<file path="config.mk">
export PLATFORM = sky130hd
export DESIGN_NAME = status_flag_reg
export DESIGN_NICKNAME = d
export VERILOG_FILES = /design/src/rtl/status_pkg.sv /design/src/rtl/status_arith_flags.sv /design/src/rtl/status_pwr_bits.sv /design/src/rtl/status_flag_reg.sv
export SDC_FILE = /design/constraint.sdc
export NUM_CORES = 1
export LEC_CHECK = 0
export ABC_AREA = 1
export BUFFER_PORTS_ARGS = -buffer_cell sky130_fd_sc_hd__buf_2
export CAP_MARGIN = 20
export CORE_UTILIZATION = 25
export DETAILED_ROUTE_END_ITERATION = 12
export GPL_TIMING_DRIVEN = 0
export PLACE_DENSITY_LB_ADDON = 0.25
export SYNTH_ARGS = -nofsm -noshare
export SYNTH_HDL_FRONTEND = slang
export SYNTH_SLANG_ARGS = --single-unit
</file>
<file path="constraint.sdc">
create_clock -name clk_i -period 0.8 [get_ports clk_i]
set_input_delay 0.04 -clock clk_i [delete_from_list [all_inputs] [get_ports clk_i]]
set_output_delay 0.04 -clock clk_i [all_outputs]
set_load 0.05 [all_outputs]
</file>
<file path="src/rtl/status_pkg.sv">
package status_pkg;
  typedef enum logic [1:0] {
    OP_ADD   = 2'd0,
    OP_SUB   = 2'd1,
    OP_LOGIC = 2'd2,
    OP_ROT   = 2'd3
  } op_e;

  localparam int unsigned F_C  = 0;
  localparam int unsigned F_AC = 1;
  localparam int unsigned F_Z  = 2;
  localparam int unsigned F_OV = 3;
  localparam int unsigned F_PD = 4;
  localparam int unsigned F_TO = 5;
  localparam int unsigned NFLAG = 4;
endpackage

</file>
<file path="src/rtl/status_arith_flags.sv">
module status_arith_flags
  import status_pkg::*;
#(
  parameter int unsigned DW = 8
) (
  input  logic             op_valid_i,
  input  logic [1:0]       op_i,
  input  logic [DW-1:0]    opa_i,
  input  logic [DW-1:0]    opb_i,
  input  logic [DW-1:0]    res_i,
  input  logic             rot_c_i,
  output logic [NFLAG-1:0] upd_mask_o,
  output logic [NFLAG-1:0] upd_val_o
);
  localparam int unsigned NIB = DW / 2;

  op_e           op;
  logic          cin;
  logic [DW-1:0] b_eff;
  logic [NIB:0]  lo_sum;
  logic [DW-1:0] msb_in_sum;
  logic [DW:0]   full_sum;

  assign op = op_e'(op_i);

  // subtract as a + ~b + 1: carry out means no borrow
  always_comb begin
    cin        = (op == OP_SUB);
    b_eff      = (op == OP_SUB) ? ~opb_i : opb_i;
    lo_sum     = {1'b0, opa_i[NIB-1:0]} + {1'b0, b_eff[NIB-1:0]} + {{NIB{1'b0}}, cin};
    msb_in_sum = {1'b0, opa_i[DW-2:0]} + {1'b0, b_eff[DW-2:0]} + {{(DW-1){1'b0}}, cin};
    full_sum   = {1'b0, opa_i} + {1'b0, b_eff} + {{DW{1'b0}}, cin};
  end

  always_comb begin
    upd_mask_o = '0;
    upd_val_o  = '0;
    if (op_valid_i) begin
      unique case (op)
        OP_ADD, OP_SUB: begin
          upd_mask_o       = '1;
          upd_val_o[F_C]   = full_sum[DW];
          upd_val_o[F_AC]  = lo_sum[NIB];
          upd_val_o[F_Z]   = (res_i == '0);
          upd_val_o[F_OV]  = msb_in_sum[DW-1] ^ full_sum[DW];
        end
        OP_LOGIC: begin
          upd_mask_o[F_Z]  = 1'b1;
          upd_val_o[F_Z]   = (res_i == '0);
        end
        OP_ROT: begin
          upd_mask_o[F_C]  = 1'b1;
          upd_val_o[F_C]   = rot_c_i;
        end
        default: ;
      endcase
    end
  end
endmodule

</file>
<file path="src/rtl/status_pwr_bits.sv">
module status_pwr_bits (
  input  logic clk_i,
  input  logic rst_ni,
  input  logic pwr_up_i,
  input  logic wdt_clr_i,
  input  logic halt_i,
  input  logic wdt_to_i,
  output logic pd_o,
  output logic to_o
);
  logic clr_both;
  assign clr_both = pwr_up_i | wdt_clr_i;

  // clearing events dominate setting events
  always_ff @(posedge clk_i or negedge rst_ni) begin
    if (!rst_ni) begin
      pd_o <= 1'b0;
      to_o <= 1'b0;
    end else begin
      if (clr_both)      pd_o <= 1'b0;
      else if (halt_i)   pd_o <= 1'b1;
      if (clr_both || halt_i) to_o <= 1'b0;
      else if (wdt_to_i)      to_o <= 1'b1;
    end
  end
endmodule

</file>
<file path="src/rtl/status_flag_reg.sv">
module status_flag_reg
  import status_pkg::*;
#(
  parameter int unsigned DW = 8
) (
  input  logic          clk_i,
  input  logic          rst_ni,
  input  logic          op_valid_i,
  input  logic [1:0]    op_i,
  input  logic [DW-1:0] opa_i,
  input  logic [DW-1:0] opb_i,
  input  logic [DW-1:0] res_i,
  input  logic          rot_c_i,
  input  logic          wr_en_i,
  input  logic [DW-1:0] wr_data_i,
  input  logic          pwr_up_i,
  input  logic          wdt_clr_i,
  input  logic          halt_i,
  input  logic          wdt_to_i,
  output logic [DW-1:0] status_o
);
  logic [NFLAG-1:0] upd_mask, upd_val, af_q, af_d;
  logic             pd_q, to_q;

  status_arith_flags #(.DW(DW)) u_arith (
    .op_valid_i (op_valid_i),
    .op_i       (op_i),
    .opa_i      (opa_i),
    .opb_i      (opb_i),
    .res_i      (res_i),
    .rot_c_i    (rot_c_i),
    .upd_mask_o (upd_mask),
    .upd_val_o  (upd_val)
  );

  status_pwr_bits u_pwr (
    .clk_i     (clk_i),
    .rst_ni    (rst_ni),
    .pwr_up_i  (pwr_up_i),
    .wdt_clr_i (wdt_clr_i),
    .halt_i    (halt_i),
    .wdt_to_i  (wdt_to_i),
    .pd_o      (pd_q),
    .to_o      (to_q)
  );

  // per-bit priority: op update, then write, then hold
  for (genvar i = 0; i < NFLAG; i++) begin : g_flag
    always_comb begin
      if (upd_mask[i])  af_d[i] = upd_val[i];
      else if (wr_en_i) af_d[i] = wr_data_i[i];
      else              af_d[i] = af_q[i];
    end
  end

  always_ff @(posedge clk_i or negedge rst_ni) begin
    if (!rst_ni) af_q <= '0;
    else         af_q <= af_d;
  end

  always_comb begin
    status_o       = '0;
    status_o[3:0]  = af_q;
    status_o[F_PD] = pd_q;
    status_o[F_TO] = to_q;
  end
endmodule

</file>
Word-level counts from Yosys, hierarchy flattened
Index checks and enable logic that the tools add are counted.
{"block": "op_classes", "n_addsub": 6, "mul": 0, "div_mod_pow": 0, "order_cmp": 0, "n_eq_ne": 3, "shift": 0, "muxes": 22, "bitwise": 3, "n_reduce_logical": 12}
{"op": "2-to-1 mux 1 bit", "count": 18}
{"op": "nonzero test 2 bit", "count": 6}
{"op": "adder 8 x 8 -> 9 bit", "count": 1}
{"op": "adder 9 x 1 -> 9 bit", "count": 1}
{"op": "adder 7 x 7 -> 8 bit", "count": 1}
{"op": "adder 8 x 1 -> 8 bit", "count": 1}
{"op": "logical NOT 8 bit", "count": 1}
{"op": "2-to-1 mux 4 bit", "count": 2}
{"op": "2-to-1 mux 8 bit", "count": 1}
{"op": "NOT 8 bit", "count": 1}
{"op": "OR reduction 3 bit", "count": 2}
{"op": "adder 4 x 4 -> 5 bit", "count": 1}
{"op": "adder 5 x 1 -> 5 bit", "count": 1}
{"op": "equality test 2 bit (second input constant)", "count": 2}
{"op": "equality test 2 x 1 -> 1 bit (second input constant)", "count": 1}
{"op": "logical NOT 2 bit", "count": 1}
{"op": "one-hot mux 1 bit (2 select lines)", "count": 1}
{"op": "OR reduction 2 bit", "count": 1}
{"op": "logical OR 1 bit", "count": 1}
{"op": "OR 1 bit", "count": 1}
{"op": "XOR 1 bit", "count": 1}
{"block": "totals", "reg_bits": 6, "latchBits": 0, "ramBits": 0, "mem_bits_ro": 0, "inputBits": 43, "wordCells": 52, "mem_count": 0}

Longest topological paths before layout
Gate-level depths: netlist of run 1.
{"block": "depth", "ltp_word": 8, "mapped_depth": 16, "mapped_depth_nobuf": 16}

By module
Synthesis of run 1 repeated with hierarchy kept, for this count alone.
{"block": "unflattened", "hier_cells": 122, "area_unflattened_um2": 744.5}
{"module": "status_arith_flags", "instances": 1, "cells_per_inst": 71, "area_each_um2": 402.9}
{"module": "status_flag_reg", "instances": 1, "cells_per_inst": 42, "area_each_um2": 262.8}
{"module": "status_pwr_bits", "instances": 1, "cells_per_inst": 9, "area_each_um2": 78.8}

Worst setup path after synthesis of run 1
No wires, ideal clock.
{"block": "synth_timing", "path_kind": "input to register", "from": "input op_i[1]", "to": "register af_q[3]", "arrival_ps": 1287, "required_time_ps": 682, "path_slack_ps": -605, "path_stages": 14, "path_buffers": 0, "path_cell_list": "inv_2 -> nand2_4 -> xnor2_1 -> ha_1 -> nand2_1 -> nand2_1 -> inv_1 -> o21ai_0 -> a21oi_1 -> nand2_2 -> nand2_1 -> nand3_1 -> nand2_1 -> nand2_1"}
{"block": "synth_via", "elab_chain_len": 8, "word_cells_on_any_way": 15}
{"element": "from (decl)", "line_no": "status_flag_reg.sv:9", "text": "input logic [1:0] op_i,"}
{"element": "equality test 2 x 1 -> 1 bit", "line_no": "status_arith_flags.sv:28, status_arith_flags.sv:29, status_arith_flags.sv:39"}
{"element": "2-to-1 mux 8 bit", "line_no": "status_arith_flags.sv:29", "text": "b_eff = (op == OP_SUB) ? ~opb_i : opb_i;"}
{"element": "adder 8 x 8 -> 9 bit or adder 7 x 7 -> 8 bit (tied branches)", "line_no": "status_arith_flags.sv:32, status_arith_flags.sv:31"}
{"element": "adder 9 x 1 -> 9 bit or adder 8 x 1 -> 8 bit (tied branches)", "line_no": "status_arith_flags.sv:32, status_arith_flags.sv:31"}
{"element": "XOR 1 bit", "line_no": "status_arith_flags.sv:45", "text": "upd_val_o[F_OV] = msb_in_sum[DW-1] ^ full_sum[DW];"}
{"element": "2-to-1 mux 1 bit", "line_no": "status_arith_flags.sv:39", "text": "unique case (op)"}
{"element": "2-to-1 mux 4 bit", "line_no": "status_arith_flags.sv:38", "text": "if (op_valid_i) begin"}
{"element": "2-to-1 mux 1 bit", "line_no": "status_flag_reg.sv:50", "text": "if (upd_mask[i]) af_d[i] = upd_val[i];"}
{"element": "to (signal assigned)", "line_no": "status_flag_reg.sv:57", "text": "if (!rst_ni) af_q <= '0;"}
{"element": "to (signal assigned)", "line_no": "status_flag_reg.sv:58", "text": "else af_q <= af_d;"}
{"element": "to (decl)", "line_no": "status_flag_reg.sv:22", "text": "logic [NFLAG-1:0] upd_mask, upd_val, af_q, af_d;"}
Parallel ways exist; a longest one is shown, timed or not.
A chain may end at the register's enable or synchronous reset.

Final worst setup path of run 1
Same ends and word-level chain as after synthesis.

==> results.json, run 1 <==
{
  "outcome": "finished, violations left",
  "failed_checks": "setup timing",
  "place_ws_ns": -0.950,
  "row_count": 18,
  "route.detailed.vias_per_inst": 4.15,
  "post-route-period-util": 1.66,
  "grt_antenna_before_repair": 0,
  "tritoncts.num_buffers": 3,
  "clockPowerShare": 0.207,
  "synth.avg_cell_area_um2": 6.80,
  "initial_core_util": 0.270,
  "area_of_the_die_um2": 2960,
  "cellLeakagePower_nw": 0.659,
  "htree_levels": 1,
  "hold_path.startpoint": "pwr_up_i",
  "design_area_um2": 1170,
  "timing.setup.tns_ns": -1.68,
  "critical-path-top-delay-family": "simple AND/OR/NAND/NOR gates",
  "holdCritPathClass": "in -> reg",
  "post_dp_cell_area_um2": 987,
  "fin_cells": 189,
  "cp_cell_sequence": "buf_12 > inv_16 > nand2_8 > xnor2_2 > ha_1 > nand2_1 > inv_1 > and3_1 > nand2_2 > nand2_2 > nand2_1 > nand3_1 > nand2_1 > nand2_1",
  "finish.net_count": 210,
  "synth_most_common_cell": "nand2_1",
  "die-width_um": 54.4,
  "cts-root-to-sink-buffers": 2,
  "ios": 51,
  "worst_setup_hold_path_clk_slew_ns": 0.05,
  "rsz0062_at_grt": "yes",
  "timing.critical_path.from_type": "input pin",
  "clock_latency_ns": 0.24,
  "first_global_vias": 665,
  "synthDominantAreaCellType": "dfrtp_1",
  "gpl.final_weighted_congestion": 0.675,
  "power.share.switching": 0.377,
  "grt_use_total": 0.105,
  "cts_tree": "built",
  "dominant_cells_by_area_after_synthesis": "dfrtp_1 22%, nand2_1 15%, ha_1 13%",
  "worst_path_largest_cell_delay_ns": 0.31,
  "hold_viol_final": 0,
  "pwr_density_cell_nw_per_um2": 1210,
  "hpwl_um": 1310,
  "port_buffers": 44,
  "register_area_share_after_synthesis": 0.219,
  "finalCriticalPeriod_ns": 1.33,
  "remaining_drc_errors": 0,
  "p_sw_mw": 0.537,
  "critical_path_class": "in -> reg",
  "antenna-diode-count": 0,
  "detail_route.wirelength_um": 1610,
  "netlist_top_cells_count": "28 x nand2_1, 12 x inv_1, 7 x ha_1, 7 x nor2_1, 7 x xnor2_1",
  "syn_to_final_growth_pct": 70.9,
  "number_of_enable_type_register_cells_in_the_synthesized_netlist": 0,
  "cts_num_sinks": 6,
  "grt_start_max_net_pins": 9,
  "detailed_routing_iterations_pass_1": 4,
  "finalSetupViolCount": 9,
  "synth_top_area_frac": 0.219,
  "die-height_um": 54.4,
  "yosys_register_bits": 6,
  "comb_power_share": 0.544,
  "timing.final.max_slew_violations": 0,
  "worstPathBufferInverterCount": 3,
  "cp_data_required_time_ns": 0.92,
  "p_int_mw": 0.886,
  "vias_after_detailed_routing": 785,
  "globalRouteOverflowTotal": 0,
  "grt_first_pass_wirelength_um": 2410,
  "critical_path_peak_fanout": 8,
  "drt-initial-drc-count": 3,
  "startpoint": "op_i[1]",
  "cts-root-buf": "clkbuf_4",
  "synth.lib_cells_used.distinct": 21,
  "timing.critical_path.to_type": "register",
  "drive_above_1_share": 0.447,
  "placed_cells": 176,
  "synth_warnings": 0,
  "crit-reg2reg-launch": "u_pwr.pd_o$_DFFE_PN0N_",
  "finalWorstSetupSlack_ns": -0.531,
  "p_seq_frac": 0.249,
  "timing.fmax_ghz": 0.751,
  "syn_area_um2": 687,
  "worstPathArrival_ns": 1.45,
  "detail-route-antenna-nets": 0,
  "asyncSetResetFlopFracSynth": 1.00,
  "vdd.ir_drop.worst_uv": 974,
  "standard_cell_with_the_maximum_stage_delay_on_the_critical_path": "ha_1",
  "crit_top_cell": "nand2_1",
  "floorplan.core_area_um2": 2540,
  "syn-instance-count": 101,
  "max_capacitance_violation_count": 0,
  "detail_route.wl_per_cell_um": 8.53,
  "clock_skew_ns": 0,
  "synthFlopType": "dfrtp_1"
}
metal layers:
layer | share of wire | GRT usage | wire length, µm | vias up
li1 | - | - | - | 436
met3 | 0.033 | 0.00833 | 54 | 0
met4 | 0 | 0.0256 | 0 | 0
met2 | 0.53 | 0.189 | 854 | 17
met1 | 0.44 | 0.133 | 702 | 332
met5 | 0 | 0 | 0 | -
cell type report:
type | instances | area (µm²)
Timing Repair Buffer | 54 | 363
Inverter | 13 | 65.1
Fill cell | 267 | 1370
Buffer | 3 | 26.3
Multi-Input combinational cell | 79 | 504
Tap cell | 30 | 37.5
Sequential cell | 6 | 151
Clock buffer | 4 | 26.3
per-stage QoR:
stage / total power, mW / utilization / hold slack [ns]
final: 1.42 / 0.461 / 0.0362
after detailed placement: 0.991 / 0.388 / -0.129
after CTS: 1.43 / 0.454 / 0.0333
after global routing: 1.55 / 0.461 / 0.0601
after global placement: 0.984 / 0.388 / -0.130
after floorplan: 0.796 / - / -0.256
power groups by stage:
stage	Combinational [mW]	Clock, mW	Sequential [mW]
global placement	0.631	0	0.353
global route	0.867	0.325	0.356
floorplan	0.355	0	0.441
detailed placement	0.638	0	0.353
finish	0.774	0.294	0.354
CTS	0.763	0.309	0.354
sequential cells by signal (all words and copies together), names as in the netlist:
register and flops:
u_pwr.to_o 1, af_q 4, u_pwr.pd_o 1
path summary, 6_finish.rpt:
| kind | depth (start not counted) | slack, ns | endpoint |
|---|---|---|---|
| setup / recovery | 14 | -0.53 | af_q[3]$_DFFE_PN0P_ |
| hold reg to reg | 2 | 0.51 | af_q[1]$_DFFE_PN0P_ |
| setup reg to reg | 2 | 0.02 | u_pwr.pd_o$_DFFE_PN0N_ |
| hold / removal | 3 | 0.04 | u_pwr.pd_o$_DFFE_PN0N_ |
| min in group asynchronous | 2 | 0.16 | af_q[0]$_DFFE_PN0P_ |
| max in group asynchronous | 2 | 0.49 | af_q[2]$_DFFE_PN0P_ |
what timing repair did:
action | in CTS | in global routing
pin swaps | 12 | 12
hold endpoints to repair | 7 | 0
buffers inserted | 7 | 1
cloned | 0 | 0
hold buffers | 2 | 0
setup endpoints to repair | 9 | 10
resized for setup | 22 | 3
worst register-to-register path, cell delays in order, from the launching register on:
cell,delay (ns)
dfrtp_1,0.38
buf_4,0.13
o21a_1,0.15
cells in the final DEF, fill, tap and decap left out:
cell type	count
buf_2	36
nand2_1	28
inv_1	11
buf_4	11
nor2_1	7
ha_1	7
xnor2_1	5
a21oi_1	5
buf_6	5
dfrtp_1	5
nand3_1	3
nand2_2	3
clkbuf_4	3
xnor2_2	2
nor4_1	2
o21ai_1	2
nand3b_1	2
o21ai_0	2
conb_1	2
dlygate4sd3_1	2
buf_8	2
inv_16	1
nand2_8	1
mux2i_1	1
o21a_1	1
nand2_4	1
and3_1	1
inv_2	1
o21ai_2	1
a21oi_2	1
nor3_4	1
a31oi_1	1
dfrtp_2	1
clkbuf_1	1
buf_12	1
logic make-up after synthesis:
group           synth area share
buf+inv                    0.115
other cells              0.00546
compound gates             0.100
fa+ha+maj                  0.127
simple gates               0.330
xor+xnor                  0.0893
mux                       0.0146
flops                      0.219
Power figures use the tool's default switching activity.
==> run 2, diff against run 1 <==
--- a/config.mk
+++ b/config.mk
@@ -6,7 +6,7 @@
 export NUM_CORES = 1
 export LEC_CHECK = 0
 export ABC_AREA = 1
-export BUFFER_PORTS_ARGS = -buffer_cell sky130_fd_sc_hd__buf_2
+export BUFFER_PORTS_ARGS = -buffer_cell sky130_fd_sc_hd__buf_4
 export CAP_MARGIN = 20
 export CORE_UTILIZATION = 25
 export DETAILED_ROUTE_END_ITERATION = 12
==> results.json, run 2 (synthesis gave the netlist of run 1 again) <==
{
  "timing.critical_path.to_type": "register",
  "mostFrequentLayoutCell": "buf_4",
  "drive_above_1_share": 0.460,
  "holdCritPathClass": "in -> reg",
  "power.share.switching": 0.362,
  "post-route-period-util": 1.71,
  "drt-initial-drc-count": 1,
  "hpwl_um": 1420,
  "sequential_cell_area_um2": 151,
  "vias_after_detailed_routing": 811,
  "place_ws_ns": -0.912,
  "cp_data_required_time_ns": 0.92,
  "worst_reg_to_reg_path_cell_count": 3,
  "design_area_um2": 1280,
  "filler_cell_count": 256,
  "outcome": "finished, violations left",
  "final_cell_mix": "50 x buf_4, 28 x nand2_1, 11 x inv_1",
  "critical_path_peak_fanout": 7,
  "largest_register_ffs": 4,
  "holdPathStages": 3,
  "detail_route.wl_per_cell_um": 9.15,
  "clock_latency_ns": 0.24,
  "floorplan.core_area_um2": 2540,
  "hold_viol_final": 0,
  "finalWorstSetupSlack_ns": -0.568,
  "port_buffers": 44,
  "vdd.ir_drop.worst_uv": 894,
  "row_count": 18,
  "capture_point_of_the_worst_reg_to_reg_path": "af_q[0]$_DFFE_PN0P_",
  "post_dp_cell_area_um2": 1100,
  "grt_first_pass_wirelength_um": 2700,
  "clockPowerShare": 0.193,
  "area_of_the_die_um2": 2960,
  "timing.critical_path.from_type": "input pin",
  "globalRouteOverflowTotal": 0,
  "gpl.final_weighted_congestion": 0.670,
  "failed_checks": "setup timing",
  "critical_path_class": "in -> reg",
  "finish.net_count": 212,
  "comb_power_share": 0.568,
  "hold-path-endpoint": "u_pwr.pd_o$_DFFE_PN0N_",
  "detail_route.wirelength_um": 1750,
  "cts-root-buf": "clkbuf_4",
  "grt_antenna_before_repair": 0,
  "fin_cells": 191,
  "route.detailed.vias_per_inst": 4.25,
  "timing.fmax_ghz": 0.731,
  "detail-route-antenna-nets": 0,
  "cts_tree": "built",
  "placed_cells": 176,
  "max_capacitance_violation_count": 0,
  "htree_levels": 1,
  "pwr_density_cell_nw_per_um2": 1160,
  "reg_with_most_ffs": "af_q",
  "die-height_um": 54.4,
  "timing.final.max_slew_violations": 0,
  "cellLeakagePower_nw": 0.698,
  "grt_start_max_net_pins": 9,
  "worstPathArrival_ns": 1.49,
  "crit-reg2reg-launch": "af_q[0]$_DFFE_PN0P_",
  "initial_core_util": 0.270,
  "worst_setup_hold_path_clk_slew_ns": 0.05,
  "antenna-diode-count": 0,
  "rsz0062_at_grt": "yes",
  "regs_by_ff_count": "af_q: 4 flops, u_pwr.pd_o: 1 flops, u_pwr.to_o: 1 flops",
  "die-width_um": 54.4,
  "timing.reg2reg.setup_slack_ns": 0.05,
  "power_mw": 1.49,
  "p_sw_mw": 0.538,
  "finalCriticalPeriod_ns": 1.37,
  "cts_num_sinks": 6,
  "clock_skew_ns": 0,
  "syn_to_final_growth_pct": 86.2,
  "first_global_vias": 749,
  "cts-root-to-sink-buffers": 2,
  "remaining_drc_errors": 0,
  "multi_input_comb_area_um2": 508,
  "tritoncts.num_buffers": 3,
  "finalSetupViolCount": 9,
  "p_seq_frac": 0.238,
  "hold_path.startpoint": "pwr_up_i",
  "grt_use_total": 0.121,
  "detailed_routing_iterations_pass_1": 3,
  "ios": 51,
  "p_int_mw": 0.949,
  "finalHoldWorstSlack_ns": 0.0458
}
## run 2: cell count changes in the layout (fill, tap and decap cells not counted), sizes merged
cell	change
buf	+2
## run 2: layout make-up
class,count,share of cell area
buffer,2,0.0117
timing repair buffer,57,0.372
multi-input combinational,79,0.397
inverter,13,0.0509
clock buffer,4,0.0205
sequential,6,0.118
tap,30,0.0294
## run 2: repair_timing
action | CTS | global route
hold buffers | 2 | 0
gates resized for setup | 13 | 4
endpoints found under the hold margin | 7 | 0
pin swaps | 13 | 11
gates cloned | 0 | 0
endpoints found under the setup margin | 9 | 9
setup buffers | 6 | 5
## run 2: how the worst max path moves through the flow
stage | start | end | slack, ns | depth (start not counted)
finish | op_i[1] | af_q[3]$_DFFE_PN0P_ | -0.57 | 16
global route | op_i[1] | af_q[3]$_DFFE_PN0P_ | -0.69 | 15
CTS | op_i[1] | af_q[3]$_DFFE_PN0P_ | -0.53 | 17
detailed placement | op_i[1] | af_q[3]$_DFFE_PN0P_ | -0.91 | 15
global placement | op_i[1] | af_q[3]$_DFFE_PN0P_ | -0.89 | 15
floorplan | op_i[1] | af_q[3]$_DFFE_PN0P_ | -0.58 | 14
## run 2: critical path: stages
cell and delay (ns):
buf_12 0.12, inv_16 0.05, nand2_8 0.07, buf_4 0.14
xnor2_1 0.12, ha_1 0.34, nand2_1 0.07, inv_1 0.04
nand2_1 0.07, nand2_2 0.06, nand2_2 0.08, nand2_2 0.05
nand2_1 0.05, nand3_1 0.06, nand2_1 0.08, nand2_1 0.04
## run 2: power by group through the flow
stage	logic [mW]	clock network, mW	registers [mW]
after floorplan	0.355	0	0.441
after global placement	0.700	0	0.354
after detailed placement	0.710	0	0.355
after CTS	0.805	0.305	0.354
after global routing	0.937	0.318	0.358
final	0.845	0.287	0.354
## run 2: per-stage QoR
stage / TNS, ns / utilization
after floorplan: -1.50 / -
after global placement: -2.35 / 0.431
after detailed placement: -2.43 / 0.431
after CTS: -1.65 / 0.482
after global routing: -2.18 / 0.502
final: -1.72 / 0.502
## run 2: per-layer routing
layer | GRT usage | wire length, µm | share of wire
met2 | 0.246 | 1000 | 0.57
met3 | 0.0167 | 54 | 0.031
met4 | 0.0256 | 0 | 0
met5 | 0 | 0 | 0
met1 | 0.127 | 691 | 0.40
